===== src/rtl/postinc_load_pkg.sv =====
package postinc_load_pkg;

   typedef enum logic [1:0] {
      SZ_BYTE = 2'd0,
      SZ_HALF = 2'd1,
      SZ_WORD = 2'd2,
      SZ_DWRD = 2'd3
   } acc_size_e;

   typedef enum logic [1:0] {
      FM_DISP   = 2'd0,
      FM_INDEX  = 2'd1,
      FM_SCALED = 2'd2,
      FM_RSVD   = 2'd3
   } addr_form_e;

   typedef enum logic [1:0] {
      ST_IDLE = 2'd0,
      ST_REQ  = 2'd1,
      ST_WAIT = 2'd2,
      ST_WB   = 2'd3
   } unit_state_e;

endpackage


===== src/rtl/pul_legal.sv =====
module pul_legal #(
   parameter int REG_IDX_W = 5
) (
   input  logic [1:0]           size,
   input  logic                 sign,
   input  logic [1:0]           form,
   input  logic [REG_IDX_W-1:0] rt,
   input  logic [REG_IDX_W-1:0] ra,
   output logic                 legal
);
   import postinc_load_pkg::*;

   logic combo_ok;
   logic regs_ok;
   logic is_disp;
   logic is_index;
   logic is_scaled;

   assign is_disp   = (addr_form_e'(form) == FM_DISP);
   assign is_index  = (addr_form_e'(form) == FM_INDEX);
   assign is_scaled = (addr_form_e'(form) == FM_SCALED);

   always_comb begin
      unique case (acc_size_e'(size))
         SZ_BYTE: combo_ok = !sign && (is_disp || is_index);
         SZ_HALF: combo_ok = is_disp || is_index;
         SZ_WORD: combo_ok = is_index || (is_disp && !sign);
         SZ_DWRD: combo_ok = !sign && (is_scaled || is_index);
         default: combo_ok = 1'b0;
      endcase
   end

   assign regs_ok = (rt != ra) && (ra != '0);
   assign legal   = combo_ok && regs_ok;

endmodule


===== src/rtl/pul_offset.sv =====
module pul_offset #(
   parameter int XLEN = 64,
   parameter int D_W  = 16,
   parameter int DS_W = 14
) (
   input  logic [1:0]      form,
   input  logic [D_W-1:0]  imm,
   input  logic [XLEN-1:0] index,
   output logic [XLEN-1:0] offset
);
   import postinc_load_pkg::*;

   localparam int DSX_W = DS_W + 2;

   logic [XLEN-1:0] disp_off;
   logic [XLEN-1:0] scaled_off;

   assign disp_off   = {{(XLEN-D_W){imm[D_W-1]}}, imm};
   assign scaled_off = {{(XLEN-DSX_W){imm[DS_W-1]}}, imm[DS_W-1:0], 2'b00};

   always_comb begin
      unique case (addr_form_e'(form))
         FM_DISP:   offset = disp_off;
         FM_INDEX:  offset = index;
         FM_SCALED: offset = scaled_off;
         default:   offset = '0;
      endcase
   end

endmodule


===== src/rtl/pul_extend.sv =====
module pul_extend #(
   parameter int XLEN = 64
) (
   input  logic [1:0]      size,
   input  logic            sign,
   input  logic [XLEN-1:0] raw,
   output logic [XLEN-1:0] value
);
   localparam int NSIZES = 4;

   logic [XLEN-1:0] cand [NSIZES];

   for (genvar g = 0; g < NSIZES; g++) begin : g_size
      localparam int BITS = 8 << g;
      if (BITS >= XLEN) begin : g_full
         assign cand[g] = raw;
      end else begin : g_part
         logic fill;
         assign fill    = sign & raw[BITS-1];
         assign cand[g] = {{(XLEN-BITS){fill}}, raw[BITS-1:0]};
      end
   end

   assign value = cand[size];

endmodule


===== src/rtl/postinc_load_unit.sv =====
module postinc_load_unit #(
   parameter int XLEN      = 64,
   parameter int REG_IDX_W = 5,
   parameter int D_W       = 16,
   parameter int DS_W      = 14
) (
   input  logic                 clk,
   input  logic                 rst_n,
   input  logic                 op_valid,
   output logic                 op_ready,
   input  logic [1:0]           op_size,
   input  logic                 op_sign,
   input  logic [1:0]           op_form,
   input  logic [REG_IDX_W-1:0] op_rt,
   input  logic [REG_IDX_W-1:0] op_ra,
   input  logic [XLEN-1:0]      base_val,
   input  logic [XLEN-1:0]      index_val,
   input  logic [D_W-1:0]       imm,
   output logic                 mem_req_valid,
   input  logic                 mem_req_ready,
   output logic [XLEN-1:0]      mem_req_addr,
   output logic [1:0]           mem_req_size,
   input  logic                 mem_rsp_valid,
   input  logic [XLEN-1:0]      mem_rsp_data,
   output logic                 wb_rt_en,
   output logic [REG_IDX_W-1:0] wb_rt_idx,
   output logic [XLEN-1:0]      wb_rt_data,
   output logic                 wb_ra_en,
   output logic [REG_IDX_W-1:0] wb_ra_idx,
   output logic [XLEN-1:0]      wb_ra_data,
   output logic                 illegal,
   output logic                 busy
);
   import postinc_load_pkg::*;

   if (XLEN != 64) begin : g_bad_xlen
      $error("postinc_load_unit: XLEN must be 64 to hold an 8-byte access");
   end
   if (DS_W + 2 > D_W) begin : g_bad_ds
      $error("postinc_load_unit: scaled field plus two bits must fit the immediate");
   end
   if (D_W > XLEN) begin : g_bad_d
      $error("postinc_load_unit: immediate wider than data path");
   end
   if (REG_IDX_W < 1) begin : g_bad_idx
      $error("postinc_load_unit: register index width must be positive");
   end

   unit_state_e          state_q;
   logic                 accept;
   logic                 op_legal;
   logic [XLEN-1:0]      off_now;
   logic [XLEN-1:0]      ext_now;
   logic [XLEN-1:0]      base_q;
   logic [XLEN-1:0]      off_q;
   logic [XLEN-1:0]      data_q;
   logic [1:0]           size_q;
   logic                 sign_q;
   logic [REG_IDX_W-1:0] rt_q;
   logic [REG_IDX_W-1:0] ra_q;
   logic                 illegal_q;

   pul_legal #(
      .REG_IDX_W(REG_IDX_W)
   ) u_legal (
      .size (op_size),
      .sign (op_sign),
      .form (op_form),
      .rt   (op_rt),
      .ra   (op_ra),
      .legal(op_legal)
   );

   pul_offset #(
      .XLEN(XLEN),
      .D_W (D_W),
      .DS_W(DS_W)
   ) u_offset (
      .form  (op_form),
      .imm   (imm),
      .index (index_val),
      .offset(off_now)
   );

   pul_extend #(
      .XLEN(XLEN)
   ) u_extend (
      .size (size_q),
      .sign (sign_q),
      .raw  (mem_rsp_data),
      .value(ext_now)
   );

   assign op_ready = (state_q == ST_IDLE);
   assign accept   = op_valid && op_ready;

   always_ff @(posedge clk or negedge rst_n) begin
      if (!rst_n) begin
         state_q   <= ST_IDLE;
         base_q    <= '0;
         off_q     <= '0;
         data_q    <= '0;
         size_q    <= '0;
         sign_q    <= 1'b0;
         rt_q      <= '0;
         ra_q      <= '0;
         illegal_q <= 1'b0;
      end else begin
         illegal_q <= accept && !op_legal;
         unique case (state_q)
            ST_IDLE: begin
               if (accept && op_legal) begin
                  base_q  <= base_val;
                  off_q   <= off_now;
                  size_q  <= op_size;
                  sign_q  <= op_sign;
                  rt_q    <= op_rt;
                  ra_q    <= op_ra;
                  state_q <= ST_REQ;
               end
            end
            ST_REQ: begin
               if (mem_req_ready) begin
                  state_q <= ST_WAIT;
               end
            end
            ST_WAIT: begin
               if (mem_rsp_valid) begin
                  data_q  <= ext_now;
                  state_q <= ST_WB;
               end
            end
            ST_WB: begin
               state_q <= ST_IDLE;
            end
            default: state_q <= ST_IDLE;
         endcase
      end
   end

   assign mem_req_valid = (state_q == ST_REQ);
   assign mem_req_addr  = base_q;
   assign mem_req_size  = size_q;

   assign wb_rt_en   = (state_q == ST_WB);
   assign wb_rt_idx  = rt_q;
   assign wb_rt_data = data_q;
   assign wb_ra_en   = (state_q == ST_WB);
   assign wb_ra_idx  = ra_q;
   assign wb_ra_data = base_q + off_q;

   assign illegal = illegal_q;
   assign busy    = (state_q != ST_IDLE);

endmodule


===== config.mk =====
export PLATFORM = sky130hd
export DESIGN_NAME = postinc_load_unit
export DESIGN_NICKNAME = d
export VERILOG_FILES = /design/src/rtl/postinc_load_pkg.sv /design/src/rtl/pul_legal.sv /design/src/rtl/pul_offset.sv /design/src/rtl/pul_extend.sv /design/src/rtl/postinc_load_unit.sv
export SDC_FILE = /design/constraint.sdc
export NUM_CORES = 1
export LEC_CHECK = 0
export BUFFER_PORTS_ARGS = -buffer_cell sky130_fd_sc_hd__buf_2
export CORE_MARGIN = 2
export CORE_UTILIZATION = 40
export CTS_BUF_LIST = sky130_fd_sc_hd__clkbuf_2 sky130_fd_sc_hd__clkbuf_4 sky130_fd_sc_hd__clkbuf_8
export DETAILED_ROUTE_END_ITERATION = 10
export PLACE_DENSITY = 0.75
export SYNTH_ARGS = -nofsm -noshare
export SYNTH_HDL_FRONTEND = slang
export SYNTH_SLANG_ARGS = --single-unit

===== constraint.sdc =====
create_clock -name clk -period 3.39 [get_ports clk]
set_clock_uncertainty 0.2 [all_clocks]
set_input_delay 0 -clock clk [delete_from_list [all_inputs] [get_ports clk]]
set_output_delay 0 -clock clk [all_outputs]
set_load 0.01 [all_outputs]

==> results.ini, run 1 <==
[detailed_routing]
ant_nets=0
via_count=14660
wl_um=53000
viasPerCell=5.73
wire_per_inst_um=20.7
first_pass_iters=8
drc=0
drtIter0Drc=1276

[timing]
drv_slew=0
finalHoldViolCount=44
period_minus_slack_ps=3490
setup-tns-final_ps=-454
rsz0062_at_grt=true
setup_viol_count_final=11
tightestPinTransition_ps=1330
fin_ws_ps=-104
slew_headroom_pct=10.8
fin_crit_sh_pct=103
timing.hold.ws_ps=-55.2
fmax_mhz=286

[floorplan]
core.rowCount=65
start_util_pct=40.6
dieWidth_um=183
coreArea_um2=31600
ios=438
fp.dieH_um=183
dieArea_um2=33400

[final_layout]
drive_above_1_share_pct=36.2
area_growth_pct=57.8
layout_common_cells=buf_2 (436), dlygate4sd3_1 (287), nand2_1 (231)
final_area_um2=20200
mostFrequentLayoutCell=buf_2
finish.utilization_pct=64.0
nets=2425

[pwr]
power.internal_mw=11.8
swShare_pct=46.9
p_leak_nw=9.69
ir_drop_uv=529
sequentialPowerShare_pct=22.0
combinationalPowerShare_pct=64.7
p_sw_mw=10.4
power_frac_clock_pct=13.2
power.density_nw_per_um2=1100

[cts]
clockBufferDepth=3
cts_htree_levels=2
insertion_delay_ps=560
cts_tree=yes
cts.clk_slew.worst_paths_ps=60
cts_buffers=40
numClockSinks=208
root_buffer=clkbuf_8

[placed_design]
dp_hpwl_um=32000
portBuffers=437
dpl_cell_area_um2=15300
place_congestion=0.947

[synth]
synth-adder-area-share_pct=7.39
yosysWarnings=0
syn-instance-count=1395
ys_seq_area_share_pct=40.7
synth_edf_count=0
synthArstFlopShare_pct=100
synth-seq-cells=208
syn-num-nets=1698
yosysTopAreaCell=dfrtp_1
synth_area_um2=12800
synth_ff_type=dfrtp_1
synthSimpleGateAreaFrac_pct=13.7
synth.area.mux_share_pct=7.56
yosysTopAreaCellShare_pct=40.7
synth_top_family_by_area=compound AO/OA/AOI/OAI gates
synth_xor_area_share_pct=4.38
syn_area_per_cell_um2=9.17
synthTopCellsByArea=dfrtp_1 (41%), mux2_2 (7.5%), ha_1 (7.2%)
synth_compound_area_share_pct=22.3
yosys.cell_types.count=80

[outcome]
violations=negative hold slack, negative setup slack
status=finished with violations

[global_route]
grt_max_degree=131
antenna_found_initial=5
grt_pass1_wl_um=80700
grt_pass1_vias=15057
grt_util_all_layers_pct=30.3
overflow=0

[critical_path]
arrival_ps=3290
ff2ff_setup_slack_ps=660
path_cells=ha_4 > and4_2 > nand3_2 > a2111oi_4 > or3_4 > a31o_4 > a21oi_4 > o211ai_4 > a21oi_2 > xnor2_1 > buf_2
crit_required_ps=3190
cp_slowest_cell=dfrtp_2
cp-end-kind=output port
max_stage_delay_ps=430
critPathMaxFanout=9
critPathKind=register to output port
startpoint_type=register

[job]
max_cap_viol_count=0

[min_path]
hold_class=input port to asynchronous set/reset pin

## synthesized netlist by cell type (16+ instances only)
library cell / instances
a21o_1: 48
a21oi_1: 164
a31oi_1: 19
buf_2: 16
clkbuf_1: 72
dfrtp_1: 208
ha_1: 74
inv_1: 22
mux2_2: 85
nand2_1: 234
nand3_1: 16
nand4_1: 19
nor2_1: 86
o21ai_0: 40
o31ai_1: 66
xnor2_1: 36
xor2_1: 28
## sequential cells by signal, summed over array words and instances (netlist names)
name,flops
mem_req_addr,64
off_q,64
wb_rt_data,64
wb_ra_idx,5
wb_rt_idx,5
mem_req_size,2
state_q,2
illegal,1
sign_q,1
## worst paths after layout
kind                                  start          endpoint  depth (start not counted)
min in group clk               base_val[47]  mem_req_addr[47]                          3
max in group asynchronous             rst_n   mem_req_addr[1]                          3
setup / recovery           mem_req_addr[19]    wb_ra_data[61]                         11
setup reg to reg                 state_q[0]    wb_rt_data[11]                          7
hold reg to reg                   off_q[62]         off_q[62]                          2
hold / removal                        rst_n  mem_req_addr[28]                          2
## worst max-delay path, delay by kind of cell (launching register included)
family / cells / cell delay (ps)
AOI/OAI and AO/OA: 5 / 920
and+or+nand+nor: 3 / 640
DFF: 1 / 430
adders and majority gates: 1 / 350
xor gates and xnor gates: 1 / 210
buffers and inverters: 1 / 180
## timing repair
item	in CTS	in global routing
buffers inserted	32	10
pin swaps	47	19
endpoints found under the setup margin	28	33
hold buffers	287	0
resized for setup	112	31
endpoints found under the hold margin	335	0
## cells by family (layout without fill, tap and decap cells)
| group | Yosys count | count (layout) |
|---|---|---|
| adder cells (fa/ha/maj) | 75 | 75 |
| AO/OA/AOI/OAI | 431 | 431 |
| AND/OR/NAND/NOR | 408 | 408 |
| other | 0 | 5 |
| multiplexers | 86 | 86 |
| flip-flops | 208 | 208 |
| buffers and inverters | 123 | 879 |
| XOR/XNOR | 64 | 64 |
## power by group through the flow
stage	Sequential, mW	Combinational [mW]	Clock [mW]
floorplan	4.86	7.15	0
global placement	4.58	11.6	0
detailed placement	4.66	11.8	0
CTS	4.77	13.4	2.97
global route	5.01	15.3	3.09
finish	4.89	14.4	2.93
## area by class of cell
cell class	count	area, µm²
Fill cell	2313	11400
Multi-Input combinational cell	1064	7830
Timing Repair Buffer	786	5630
Sequential cell	208	5210
Clock buffer	62	797
Tap cell	402	503
Clock inverter	9	131
Inverter	22	82.6
Antenna cell	5	12.5
## per-stage QoR
step	setup WS, ps	std cells	total power, mW
after floorplan	620	1395	12.0
after global placement	247	2154	16.2
after detailed placement	161	2154	16.5
after CTS	-112	2543	21.2
after global routing	-224	2558	23.4
final	-104	2558	22.2
## metal layers
metal / wire length [µm] / track usage, % / vias up
li1: - / - / 6488
met1: 20100 / 36.6 / 6919
met2: 24900 / 49.9 / 953
met3: 4040 / 5.66 / 300
met4: 3920 / 19.5 / 0
met5: 0 / 0 / -
No activity file was read; power rests on OpenSTA's default activity.
==> run 2, diff against run 1 <==
--- a/config.mk
+++ b/config.mk
@@ -10,6 +10,8 @@
 export CORE_UTILIZATION = 40
 export CTS_BUF_LIST = sky130_fd_sc_hd__clkbuf_2 sky130_fd_sc_hd__clkbuf_4 sky130_fd_sc_hd__clkbuf_8
 export DETAILED_ROUTE_END_ITERATION = 10
+export HOLD_SLACK_MARGIN = 0.15
+export MAX_ROUTING_LAYER = met4
 export PLACE_DENSITY = 0.75
 export SYNTH_ARGS = -nofsm -noshare
 export SYNTH_HDL_FRONTEND = slang
==> run 2 against run 1 <==
The run now fails in clock tree synthesis (4_1_cts); synthesized cell count unchanged; area after synthesis unchanged.
==> results.ini, run 2 <==
[synth]
synth_most_common_cell=nand2_1
yosysWarnings=0  ; unchanged
syn_area_per_cell_um2=9.17  ; unchanged
synthArstFlopShare_pct=100  ; unchanged
synth_compound_area_share_pct=22.3  ; unchanged
ys_seq_area_share_pct=40.7  ; unchanged
synth_ff_type=dfrtp_1
yosysTopAreaCellShare_pct=40.7  ; unchanged
synth-seq-cells=208  ; unchanged
synth_top_family_by_area=compound AO/OA/AOI/OAI gates
syn-instance-count=1395  ; unchanged
ys_top_cells_by_count=nand2_1 (234), dfrtp_1 (208), a21oi_1 (164)
yosysTopAreaCell=dfrtp_1
syn-num-nets=1698  ; unchanged
synth-adder-area-share_pct=7.39  ; unchanged
yosys.cell_types.count=80  ; unchanged
synth.area.mux_share_pct=7.56  ; unchanged
synth_edf_count=0  ; unchanged
synthSimpleGateAreaFrac_pct=13.7  ; unchanged
synth_xor_area_share_pct=4.38  ; unchanged
synthTopCellsByArea=dfrtp_1 (41%), mux2_2 (7.5%), ha_1 (7.2%)
synth_area_um2=12800  ; unchanged

[cts]
cts_hold_buf=451  ; +57%
post-cts-setup-buffer-count=29  ; -9.4%
numClockSinks=208  ; unchanged
clockBufferDepth=3  ; unchanged
post_cts_resize_count=92  ; -18%
root_buffer=clkbuf_8
cts_htree_levels=2  ; unchanged
cts_buffers=40  ; unchanged

[placed_design]
dp_hpwl_um=32900  ; +2.8%
place_ws_ps=204  ; +42.8 ps
dpl_cell_area_um2=15400  ; +0.25%
place_congestion=0.927  ; -2.1%
portBuffers=437  ; unchanged

[floorplan]
fp.dieH_um=183  ; unchanged
core.rowCount=65  ; unchanged
dieWidth_um=183  ; unchanged
ios=438  ; unchanged
start_util_pct=40.6  ; unchanged

[outcome]
stop_stage=clock tree synthesis (4_1_cts)
error=[ERROR RSZ-0060] Max buffer count reached.
status=stopped before the end

## run 2: cell counts after synthesis
No cell type changed its count.
## run 2: logic make-up after synthesis
logic type,after synthesis
multiplexers,86
flip-flops,208
adder cells (fa/ha/maj),75
AO/OA/AOI/OAI,431
buffers and inverters,123
AND/OR/NAND/NOR,408
XOR/XNOR,64
## run 2: metrics by stage
stage / instances / utilization [%]
3_5_place_dp: 2159 / 48.7
2_1_floorplan: 1395 / -
3_3_place_gp: 2159 / 48.7
==> run 3, diff against run 2 <==
--- a/config.mk
+++ b/config.mk
@@ -7,12 +7,9 @@
 export LEC_CHECK = 0
 export BUFFER_PORTS_ARGS = -buffer_cell sky130_fd_sc_hd__buf_2
 export CORE_MARGIN = 2
-export CORE_UTILIZATION = 40
-export CTS_BUF_LIST = sky130_fd_sc_hd__clkbuf_2 sky130_fd_sc_hd__clkbuf_4 sky130_fd_sc_hd__clkbuf_8
+export CORE_UTILIZATION = 25
 export DETAILED_ROUTE_END_ITERATION = 10
-export HOLD_SLACK_MARGIN = 0.15
-export MAX_ROUTING_LAYER = met4
-export PLACE_DENSITY = 0.75
+export PLACE_DENSITY_LB_ADDON = 0.15
 export SYNTH_ARGS = -nofsm -noshare
 export SYNTH_HDL_FRONTEND = slang
 export SYNTH_SLANG_ARGS = --single-unit
==> run 3 against run 2 <==
The flow now finishes, with violations (negative setup slack).
==> results.ini, run 3 (synthesized netlist as in run 1, its figures left out) <==
[timing]
rsz0062_at_grt=true
fin_crit_sh_pct=105
period_minus_slack_ps=3580
timing.hold.ws_ps=23.1
fmax_mhz=280
fin_ws_ps=-186
setup_viol_count_final=25
tightestPinTransition_ps=866
slew_headroom_pct=42.2
finalHoldViolCount=0
drv_slew=0

[critical_path]
crit_required_ps=3190
critPathKind=register to output port
arrival_ps=3380
path_cells=ha_2 > fa_2 > a21o_1 > nand4_1 > a221o_1 > nand3_2 > a211oi_4 > buf_6 > o21ai_4 > nand4_1 > buf_4 > o21ai_2 > xor2_1 > buf_2
max_stage_delay_ps=380
cp_top_family=compound AO/OA/AOI/OAI gates
crit_buf_inv=3
cp_slowest_cell=dfrtp_1
startpoint_type=register
cp-end-kind=output port
critPathMaxFanout=2
crit_top_cell=nand4_1

[pwr]
power.total_mw=22.5
ir_drop_uv=411
power.density_nw_per_um2=1060
p_leak_nw=10.1

[placed_design]
portBuffers=437  ; unchanged
place_congestion=0.855  ; -7.8%
dp_hpwl_um=37000  ; +12%
place_ws_ps=52.3  ; -151 ps

[floorplan]
dieArea_um2=53000
fp.dieH_um=230  ; +26%
start_util_pct=25.4  ; -15 points
ios=438  ; unchanged
core.rowCount=82  ; +26%
coreArea_um2=50400
dieWidth_um=230  ; +26%

[detailed_routing]
ant_nets=0
via_count=13695
drc=0
drtIter0Drc=657
viasPerCell=4.77
wire_per_inst_um=18.4
wl_um=52900
first_pass_iters=5

[global_route]
grt_max_degree=90
overflow=0
antenna_found_initial=1
grt_util_all_layers_pct=19.3
grt_pass1_wl_um=81900
grt_pass1_vias=14462

[cts]
clockBufferDepth=3  ; unchanged
cts_htree_levels=1  ; -1
numClockSinks=208  ; unchanged
cts_buffers=28  ; -30%
cts_tree=yes
root_buffer=clkbuf_16
insertion_delay_ps=570
cts.clk_slew.worst_paths_ps=60

[min_path]
hold_class=input port to register

[final_layout]
nets=2480
area_growth_pct=65.8
mostFrequentLayoutCell=buf_2
fillCellCount=4993
layout_common_cells=buf_2 (433), dlygate4sd3_1 (312), nand2_1 (231)
drive_above_1_share_pct=36.2

[job]
max_cap_viol_count=0

[outcome]
violations=negative setup slack
status=finished with violations

## run 3: power breakdown
group	switching, mW	leakage (nW)	internal, mW
clock	1.22	0.456	1.79
combinational	8.04	7.09	6.74
sequential	0.988	2.56	3.75
total	10.2	10.1	12.3
## run 3: layer usage
layer	share of wire (%)	wire length (µm)	vias to the layer above	global-route usage [%]
met5	0.025	13	-	0
met4	3.1	1640	2	6.35
met3	4.9	2600	95	3.29
met2	48	25300	378	32.9
met1	44	23300	6650	24.8
li1	-	-	6570	-
## run 3: cell type report
class / instances / area, µm² / share of cell area [%]
diodes: 1 / 2.50 / 0.0118
clock buffers: 38 / 798 / 3.76
well taps: 672 / 841 / 3.96
flip-flops and latches: 208 / 5210 / 24.6
multi-input cells: 1064 / 7870 / 37.1
inverters: 22 / 82.6 / 0.389
clock inverters: 11 / 126 / 0.596
repair buffers: 853 / 6280 / 29.6
## run 3: worst paths after layout
| kind | start | end | slack [ps] | cells after the start |
|---|---|---|---|---|
| max | off_q[0] | wb_ra_data[60] | -190 | 14 |
| min | base_val[22] | mem_req_addr[22] | 20 | 3 |
| max reg2reg | state_q[0] | state_q[0] | 770 | 6 |
| min reg2reg | off_q[29] | off_q[29] | 280 | 2 |
| max in group asynchronous | rst_n | off_q[20] | 2050 | 4 |
| min in group asynchronous | rst_n | off_q[10] | 350 | 4 |
## run 3: metrics by stage
stage / TNS (ps) / util [%] / cells / cell area (µm²)
6_report: -2220 / 42.1 / 2869 / 21200
3_5_place_dp: 0 / 31.5 / 2445 / 15800
2_1_floorplan: 0 / - / 1395 / 12800
5_1_grt: -7200 / 42.1 / 2868 / 21200
3_3_place_gp: 0 / 31.5 / 2445 / 15800
4_1_cts: -3730 / 41.3 / 2848 / 20800
## run 3: tightest hold or removal path, delay by kind of cell
| family | cells | cell delay [ps] |
|---|---|---|
| buffers and inverters | 2 | 620 |
| multiplexers | 1 | 130 |
## run 3: what timing repair did
action                     4_1_cts  5_1_grt
resized for setup              105       47
hold buffers                   313        0
pin swaps                       60       51
buffers inserted                42       21
setup endpoints to repair       38       40
hold endpoints to repair       416        0
==> run 4, diff against run 3 <==
--- a/config.mk
+++ b/config.mk
@@ -7,7 +7,7 @@
 export LEC_CHECK = 0
 export BUFFER_PORTS_ARGS = -buffer_cell sky130_fd_sc_hd__buf_2
 export CORE_MARGIN = 2
-export CORE_UTILIZATION = 25
+export CORE_UTILIZATION = 45
 export DETAILED_ROUTE_END_ITERATION = 10
 export PLACE_DENSITY_LB_ADDON = 0.15
 export SYNTH_ARGS = -nofsm -noshare
==> run 4 against run 3 <==
The run still ends with negative setup slack left; power shrank 4.5%; non-clock buffer count shrank 122; critical path depth shrank 2; utilization grew 28 points; count of clock-buffer cells in the layout shrank 6; setup slack gained 110 ps; critical endpoint is now wb_ra_data[54].
==> results.ini, run 4 (synthesized netlist as in run 1, its figures left out) <==
[global_route]
grt_pass1_vias=13928  ; -3.7%
grt_util_all_layers_pct=30.9  ; +12 points
grt_max_degree=93  ; +3.3%
antenna_found_initial=4  ; +3
grt_pass1_wl_um=74900  ; -8.5%
overflow=0  ; unchanged

[pwr]
combinationalPowerShare_pct=64.4  ; -1.2 points
p_leak_nw=9.44  ; -6.6%
swShare_pct=46.5  ; +0.97 points
p_sw_mw=10.0  ; -2.4%
ir_drop_uv=618  ; +50%
power.internal_mw=11.5  ; -6.2%
sequentialPowerShare_pct=22.4  ; +1.4 points
power_frac_clock_pct=13.2  ; -0.2 points
power.density_nw_per_um2=1100  ; +3.6%

[critical_path]
critPathMaxFanout=4  ; +2
arrival_ps=3260  ; -120 ps
r2r_cells=6  ; unchanged
critPathKind=register to output port
cp-end-kind=output port
crit_required_ps=3190  ; about the same
startpoint_type=register

[timing]
timing.hold.ws_ps=32.6  ; +9.54 ps
setup-tns-final_ps=-434  ; +1790 ps
rsz0062_at_grt=true
drv_slew=0  ; unchanged
finalHoldViolCount=0  ; unchanged
tightestPinTransition_ps=1010  ; +140 ps
setup_viol_count_final=10  ; -60%
fmax_mhz=289  ; +3.3%
fin_crit_sh_pct=102  ; -3.3 points
period_minus_slack_ps=3460  ; -113 ps
fin_ws_ps=-73.2  ; +113 ps
slew_headroom_pct=32.9  ; -9.3 points

[placed_design]
place_congestion=0.877  ; +2.6%
portBuffers=437  ; unchanged
place_ws_ps=185  ; +133 ps
place_inst=2136  ; -13%
dp_hpwl_um=32100  ; -13%

[cts]
cts_buffers=25  ; -11%
cts_tree=yes
insertion_delay_ps=530  ; -40 ps
root_buffer=clkbuf_16
cts.clk_slew.worst_paths_ps=60  ; about the same
numClockSinks=208  ; unchanged
cts_htree_levels=1  ; unchanged
clockBufferDepth=3  ; unchanged

[job]
max_cap_viol_count=0  ; unchanged

[final_layout]
finish.utilization_pct=70.2  ; +28 points
nets=2355  ; -5.0%
stdcell_count=2453  ; -14%
area_growth_pct=52.8
drive_above_1_share_pct=36.0  ; -0.12 points
mostFrequentLayoutCell=buf_2
layout_common_cells=buf_2 (436), dlygate4sd3_1 (232), nand2_1 (230)

[floorplan]
core.rowCount=61  ; -26%
coreArea_um2=27900  ; -45%
start_util_pct=45.9  ; +21 points
ios=438  ; unchanged
dieWidth_um=173  ; -25%
fp.dieH_um=173  ; -25%
dieArea_um2=29800  ; -44%

[min_path]
hold_class=input port to register
worstHoldPathCells=3  ; unchanged

[detailed_routing]
ant_nets=0  ; unchanged
drtIter0Drc=1113  ; +69%
via_count=13753  ; +0.42%
viasPerCell=5.61  ; +17%
drc=0  ; unchanged
wl_um=48500  ; -8.2%
wire_per_inst_um=19.8  ; +7.4%
first_pass_iters=7  ; +2

[outcome]
violations=negative setup slack
status=finished with violations

[run 4: cell types whose count changed in the layout (fill, tap and decap cells not counted), sizes merged]
cell / change
buf: -42
bufinv: +1
clkbuf: -6
clkinv: -1
clkinvlp: +1
diode: +4
dlygate4sd3: -80
inv: +1
[run 4: worst paths after layout]
kind / from / to / slack, ps
setup / recovery: off_q[0] / wb_ra_data[54] / -70
hold / removal: base_val[20] / mem_req_addr[20] / 30
setup reg to reg: state_q[1] / state_q[0] / 670
hold reg to reg: off_q[3] / off_q[3] / 290
max in group asynchronous: rst_n / mem_req_addr[12] / 2140
min in group asynchronous: rst_n / off_q[62] / 480
[run 4: layer usage]
layer  vias to the layer above  share of wire [%]  wire length [µm]  GRT usage [%]
li1                       6333                  -                 -              -
met1                      6590                 40             19600           39.3
met2                       703                 48             23100           52.0
met3                       127                7.6              3670           5.67
met4                         0                4.5              2180           13.0
met5                         -                  0                 0              0
[run 4: area by class of cell]
cell class              instances  area [µm²]
fillers                      2085        8300
multi-input cells            1064        7850
flip-flops and latches        208        5210
repair buffers                731        5070
clock buffers                  32         712
well taps                     378         473
clock inverters                13         149
inverters                      22        82.6
diodes                          5        12.5
[run 4: critical path, cell delays in order (launching register included)]
cell	delay, ps
dfrtp_1	410
ha_4	180
fa_2	350
a21o_1	220
nand4_1	110
a221o_1	230
nand2_2	120
a21bo_4	260
a21oi_4	250
o31ai_4	110
a21oi_2	160
xnor2_1	160
buf_2	180
[run 4: through the flow]
stage | power, mW | area [µm²]
global route | 22.8 | 19600
detailed placement | 16.5 | 15300
global placement | 16.4 | 15300
floorplan | 12.0 | 12800
finish | 21.5 | 19600
CTS | 20.8 | 19200
[run 4: power groups by stage]
stage	Sequential (mW)	Clock [mW]	Combinational, mW
6_report	4.82	2.83	13.9
4_1_cts	4.75	2.87	13.1
3_5_place_dp	4.64	0	11.8
5_1_grt	4.98	2.96	14.9
3_3_place_gp	4.57	0	11.8
2_1_floorplan	4.86	0	7.15
[run 4: timing repair]
action,CTS,global route
pin swaps,38,28
endpoints found under the hold margin,416,0
setup buffers,26,9
endpoints found under the setup margin,27,33
resized for setup,94,42
hold buffers,233,0
